<file path="config.mk">
export PLATFORM = sky130hd
export DESIGN_NAME = brew_sequencer
export DESIGN_NICKNAME = d
export VERILOG_FILES = /design/src/rtl/brew_pkg.sv /design/src/rtl/brew_sync.sv /design/src/rtl/brew_edge.sv /design/src/rtl/brew_fsm.sv /design/src/rtl/brew_sequencer.sv
export SDC_FILE = /design/constraint.sdc
export NUM_CORES = 1
export LEC_CHECK = 0
export CAP_MARGIN = 20
export CORE_UTILIZATION = 40
export DETAILED_ROUTE_END_ITERATION = 10
export PLACE_DENSITY = 0.66
export SYNTH_ARGS = -nofsm -noshare
export SYNTH_HDL_FRONTEND = slang
export SYNTH_HIERARCHICAL = 1
export SYNTH_SLANG_ARGS = --single-unit
</file>
<file path="constraint.sdc">
create_clock -name clk -period 1.2 [get_ports clk]
set_clock_uncertainty 0.1 [all_clocks]
set_input_delay 0.12 -clock clk [delete_from_list [all_inputs] [get_ports clk]]
set_output_delay 0.12 -clock clk [all_outputs]
set_load 0.02 [all_outputs]
</file>
<file path="src/rtl/brew_pkg.sv">
package brew_pkg;

  localparam int NUM_STOP = 4;  // one ending sensor per active phase

  typedef enum logic [2:0] {
    PH_IDLE  = 3'd0,
    PH_FILL  = 3'd1,
    PH_HEAT  = 3'd2,
    PH_POUR  = 3'd3,
    PH_ALERT = 3'd4
  } phase_t;

  typedef struct packed {
    logic fill_valve;
    logic heater;
    logic pour_valve;
    logic bell;
  } drive_t;

  // Actuator word owned by a phase; idle drives nothing.
  function automatic drive_t drive_of(phase_t p);
    drive_t d;
    d = '0;
    case (p)
      PH_FILL:  d.fill_valve = 1'b1;
      PH_HEAT:  d.heater     = 1'b1;
      PH_POUR:  d.pour_valve = 1'b1;
      PH_ALERT: d.bell       = 1'b1;
      default:  d = '0;
    endcase
    return d;
  endfunction

  // stop[0]=kettle full, stop[1]=boiling, stop[2]=pot full, stop[3]=ack
  function automatic phase_t next_phase(phase_t p, logic start,
                                        logic [NUM_STOP-1:0] stop);
    phase_t n;
    n = p;
    case (p)
      PH_IDLE:  if (start)   n = PH_FILL;
      PH_FILL:  if (stop[0]) n = PH_HEAT;
      PH_HEAT:  if (stop[1]) n = PH_POUR;
      PH_POUR:  if (stop[2]) n = PH_ALERT;
      PH_ALERT: if (stop[3]) n = PH_IDLE;
      default:  n = PH_IDLE;
    endcase
    return n;
  endfunction

endpackage

</file>
<file path="src/rtl/brew_sync.sv">
module brew_sync #(
  parameter int WIDTH  = 5,
  parameter int STAGES = 2
) (
  input  logic             clk,
  input  logic             rst,
  input  logic [WIDTH-1:0] d_async,
  output logic [WIDTH-1:0] q_sync
);
  localparam int TOP = STAGES - 1;

  generate
    for (genvar i = 0; i < WIDTH; i++) begin : g_bit
      logic [STAGES-1:0] chain;
      always_ff @(posedge clk) begin
        if (rst) chain <= '0;
        else     chain <= {chain[STAGES-2:0], d_async[i]};
      end
      assign q_sync[i] = chain[TOP];
    end
  endgenerate
endmodule

</file>
<file path="src/rtl/brew_edge.sv">
module brew_edge (
  input  logic clk,
  input  logic rst,
  input  logic level,
  output logic rise
);
  logic prev;

  always_ff @(posedge clk) begin
    if (rst) prev <= 1'b0;
    else     prev <= level;
  end

  assign rise = level & ~prev;
endmodule

</file>
<file path="src/rtl/brew_fsm.sv">
module brew_fsm
  import brew_pkg::*;
(
  input  logic                clk,
  input  logic                rst,
  input  logic                start,
  input  logic [NUM_STOP-1:0] stop,
  output phase_t              phase,
  output drive_t              drive
);
  phase_t phase_nxt;

  assign phase_nxt = next_phase(phase, start, stop);

  always_ff @(posedge clk) begin
    if (rst) begin
      phase <= PH_IDLE;
      drive <= '0;
    end else begin
      phase <= phase_nxt;
      drive <= drive_of(phase_nxt);
    end
  end

  assert_reset_R1: assert property (@(posedge clk)
    rst |=> (phase == PH_IDLE && drive == '0));

  assert_start_R2: assert property (@(posedge clk) disable iff (rst)
    (phase == PH_IDLE && start) |=> phase == PH_FILL);

  assert_stay_idle_R3: assert property (@(posedge clk) disable iff (rst)
    (phase == PH_IDLE && !start) |=> (phase == PH_IDLE && drive == '0));

  assert_ack_idle_R7: assert property (@(posedge clk) disable iff (rst)
    (phase == PH_ALERT && stop[3]) |=> (phase == PH_IDLE && drive == '0));

  assert_short_fill_R10: assert property (@(posedge clk) disable iff (rst)
    (phase == PH_FILL && stop[0]) |=> phase == PH_HEAT);

  assert_hold_heat_R11: assert property (@(posedge clk) disable iff (rst)
    (phase == PH_HEAT && !stop[1]) |=> phase == PH_HEAT);
endmodule

</file>
<file path="src/rtl/brew_sequencer.sv">
module brew_sequencer
  import brew_pkg::*;
#(
  parameter int SYNC_STAGES = 2
) (
  input  logic clk,
  input  logic rst,
  input  logic time_sw,
  input  logic float_sw,
  input  logic boil_sw,
  input  logic pot_full,
  input  logic alarm_ack,
  output logic fill_valve,
  output logic heater,
  output logic pour_valve,
  output logic bell
);
  localparam int NUM_IN = NUM_STOP + 1;

  logic [NUM_IN-1:0] raw_in;
  logic [NUM_IN-1:0] sync_in;
  logic              start_evt;
  phase_t            phase;
  drive_t            drive;

  assign raw_in = {alarm_ack, pot_full, boil_sw, float_sw, time_sw};

  brew_sync #(.WIDTH(NUM_IN), .STAGES(SYNC_STAGES)) u_sync (
    .clk     (clk),
    .rst     (rst),
    .d_async (raw_in),
    .q_sync  (sync_in)
  );

  brew_edge u_edge (
    .clk   (clk),
    .rst   (rst),
    .level (sync_in[0]),
    .rise  (start_evt)
  );

  brew_fsm u_fsm (
    .clk   (clk),
    .rst   (rst),
    .start (start_evt),
    .stop  (sync_in[NUM_IN-1:1]),
    .phase (phase),
    .drive (drive)
  );

  assign fill_valve = drive.fill_valve;
  assign heater     = drive.heater;
  assign pour_valve = drive.pour_valve;
  assign bell       = drive.bell;

  assert_exclusive_R8: assert property (@(posedge clk) disable iff (rst)
    $onehot0({fill_valve, heater, pour_valve, bell}));

  assert_fill_to_heat_R4: assert property (@(posedge clk) disable iff (rst)
    (!$past(rst) && $fell(fill_valve)) |-> heater);

  assert_heat_to_pour_R5: assert property (@(posedge clk) disable iff (rst)
    (!$past(rst) && $fell(heater)) |-> pour_valve);

  assert_pour_to_bell_R6: assert property (@(posedge clk) disable iff (rst)
    (!$past(rst) && $fell(pour_valve)) |-> bell);
endmodule

</file>
==> results.ini <==
[clock_network]
numCtsBuffers=3
clock_latency_ns=0.28
cts_sinks=18
tritoncts=built
hold_buffers=0
post_cts_buffers=0
htreeDepth=1
cts-root-buf=clkbuf_4
clkTransAtPathRegs_ns=0.10
clock_path_buffers=2

[placed_design]
dp_cells=78
port_buffers=10
dp_hpwl_um=508.7
place.gp.congestion=0.6852

[hold_path]
worstHoldStart=pot_full
hp-class=in -> reg

[pwr]
switching_share=0.1928
p_switching_uw=202.3
p_clk_frac=0.337
p_comb_frac=0.066
p_per_area_mw_per_mm2=1363
p_int_uw=846.7
p_seq_frac=0.597
ir_worst_vdd_mv=0.8034
p_leak_uw=0.0003251

[finish]
register_area_um2=365.4
diodes=0
multi_input_area_um2=222.7
fillers=117
fin_util=0.5566
stdcell_count=82
syn2layout_area_growth_pct=22.02
fin_nets=75
layout-drive-gt1-share=0.2090

[critical_path]
critPathMaxFanout=2
crit_path_start=u_fsm/phase[1]
slowest_stage=or4b_4
cp_cell_sequence=or4b_4, a21oi_1
r2r_start=u_fsm/phase[1]
critPathLaunchType=flip-flop
crit_type=reg -> reg
arrival_ns=1.30
cp_data_required_time_ns=1.32
cp_slowest_stage_delay_ns=0.53
critPathCaptureType=flip-flop

[yosys]
yosys-top-cells-area=dfxtp_1 57%, nor2b_1 9.9%, buf_4 6.0%, nor2b_4 4.4%, a21boi_0 2.4%
synth-edff-count=0
ys_ff_latch=18
synth_top_cell_by_area=dfxtp_1
syn_nets=63
synth_cells=56
synth_cell_types=19
synthFlopType=dfxtp_1
synth.top_cell.area_share=0.5714
ys_seq_area_frac=0.5714
ys_warn_count=6
synthMostInstantiatedCell=dfxtp_1
synth_area_um2=630.6
syn_area_per_cell_um2=11.26
synth_commonest_cells=18 x dfxtp_1, 10 x nor2b_1, 5 x buf_4, 3 x nand2_1, 3 x nor2_1
ys_async_sr_fraction=0

[drt]
avgViaCountPerCell=4.427
dr.first_iter.drc_count=3
ant_nets=0
avgRoutedWirePerCell_um=8.610
drc_errors=0
num_vias=363
dr.pass1.iters=4
drt-total-wl_um=706

[floorplanning]
start_util=0.4561
design.portCount=11
dieHeight_um=41.71
die_x_um=41.71
dieArea_mm2=0.001739
rows=13
coreArea_mm2=0.001383

[timing]
relSlewSlack=0.8603
rsz0062_at_grt=yes
fin_crit_sh=0.9861
hold_viol_final=0
max_freq_mhz=845.1
fin_hold_ws_ns=0.2801
drv_slew=0
finalSetupViolCount=0
fin_crit_ns=1.183
worst_slew_pin_slew_ns=0.2038

[run_status]
status=completed

[grt]
grt_start_max_net_pins=14
grt_pass1_vias=302
antenna_found_initial=0
grt_pass1_wl_um=1255
grt_use_total=0.09654
overflow=0

[job]
drv_cap=0

placed cells by master (no fill, tap or decap), drive strengths merged:
cell,Yosys,routed
buf,6,3
or3,1,1
dlygate4sd2,0,3
nand3b,1,1
dfxtp,18,18
a21oi,2,2
mux2i,1,1
nor2,3,3
a21boi,2,2
o211a,1,1
nand4b,1,1
and2b,1,1
o21bai,1,1
clkdlybuf4s15,0,1
nand2,3,3
inv,1,1
nor2b,13,13
or4b,1,1
clkbuf,0,4
clkdlybuf4s50,0,6
registers in the layout (all words and copies together) (netlist names):
name / count
u_edge/prev: 1
u_fsm/drive: 4
u_fsm/phase: 3
u_sync/g_bit.chain: 10
area by class of cell:
type	count	share of cell area
timing repair buffer	13	0.1594
multi-input combinational	31	0.2894
sequential	18	0.4748
inverter	1	0.004878
tap	15	0.02439
clock buffer	4	0.04715
power groups by stage:
stage               sequential, uW  clock [uW]  combinational (uW)
finish                         626         353                69.5
global route                   630         397                76.3
CTS                            628         371                68.4
detailed placement             641           0                70.0
global placement               641           0                69.1
floorplan                      640           0                43.7
repair_timing:
action | in CTS | in global routing
endpoints found under the setup margin | 5 | 4
pin swaps | 0 | 1
gates cloned | 0 | 0
gates resized for setup | 5 | 5
worst max-delay path, delay by kind of cell, from the launching register on:
family	cells	cell delay [ns]
compound gates	1	0.15
flops	1	0.34
simple gates	1	0.53
metrics by stage:
step / cell area, um^2 / power, uW / setup TNS, ns / setup WS, ns
6_report: 769.5 / 1049 / 0 / 0.01666
5_1_grt: 769.5 / 1103 / -0.02315 / -0.01519
4_1_cts: 755.7 / 1067 / 0 / 0.02630
3_5_place_dp: 723.2 / 711.3 / -0.01931 / -0.01931
3_3_place_gp: 723.2 / 709.9 / 0 / 0.009756
2_1_floorplan: 630.6 / 683.3 / 0 / 0.02704
cells by family after synthesis:
logic type | after synthesis | share of synthesized area
mux | 1 | 0.01587
flops | 18 | 0.5714
compound gates | 6 | 0.06746
buf+inv | 7 | 0.08333
simple gates | 24 | 0.2619
per-layer routing:
layer  track usage  part of all wire
met5             0                 0
met2        0.1344              0.45
met1        0.1322              0.49
met3       0.02609             0.054
met4       0.05806                 0
path summary, 6_finish.rpt:
path,slack (ns),end,cells after the start
setup / recovery,0.02,u_fsm/phase[2],2
hold / removal,0.28,u_sync/g_bit[3].chain[0],2
setup reg to reg,0.02,u_fsm/phase[2],2
hold reg to reg,0.34,u_sync/g_bit[2].chain[1],1
(Power assumes the default switching activity.)
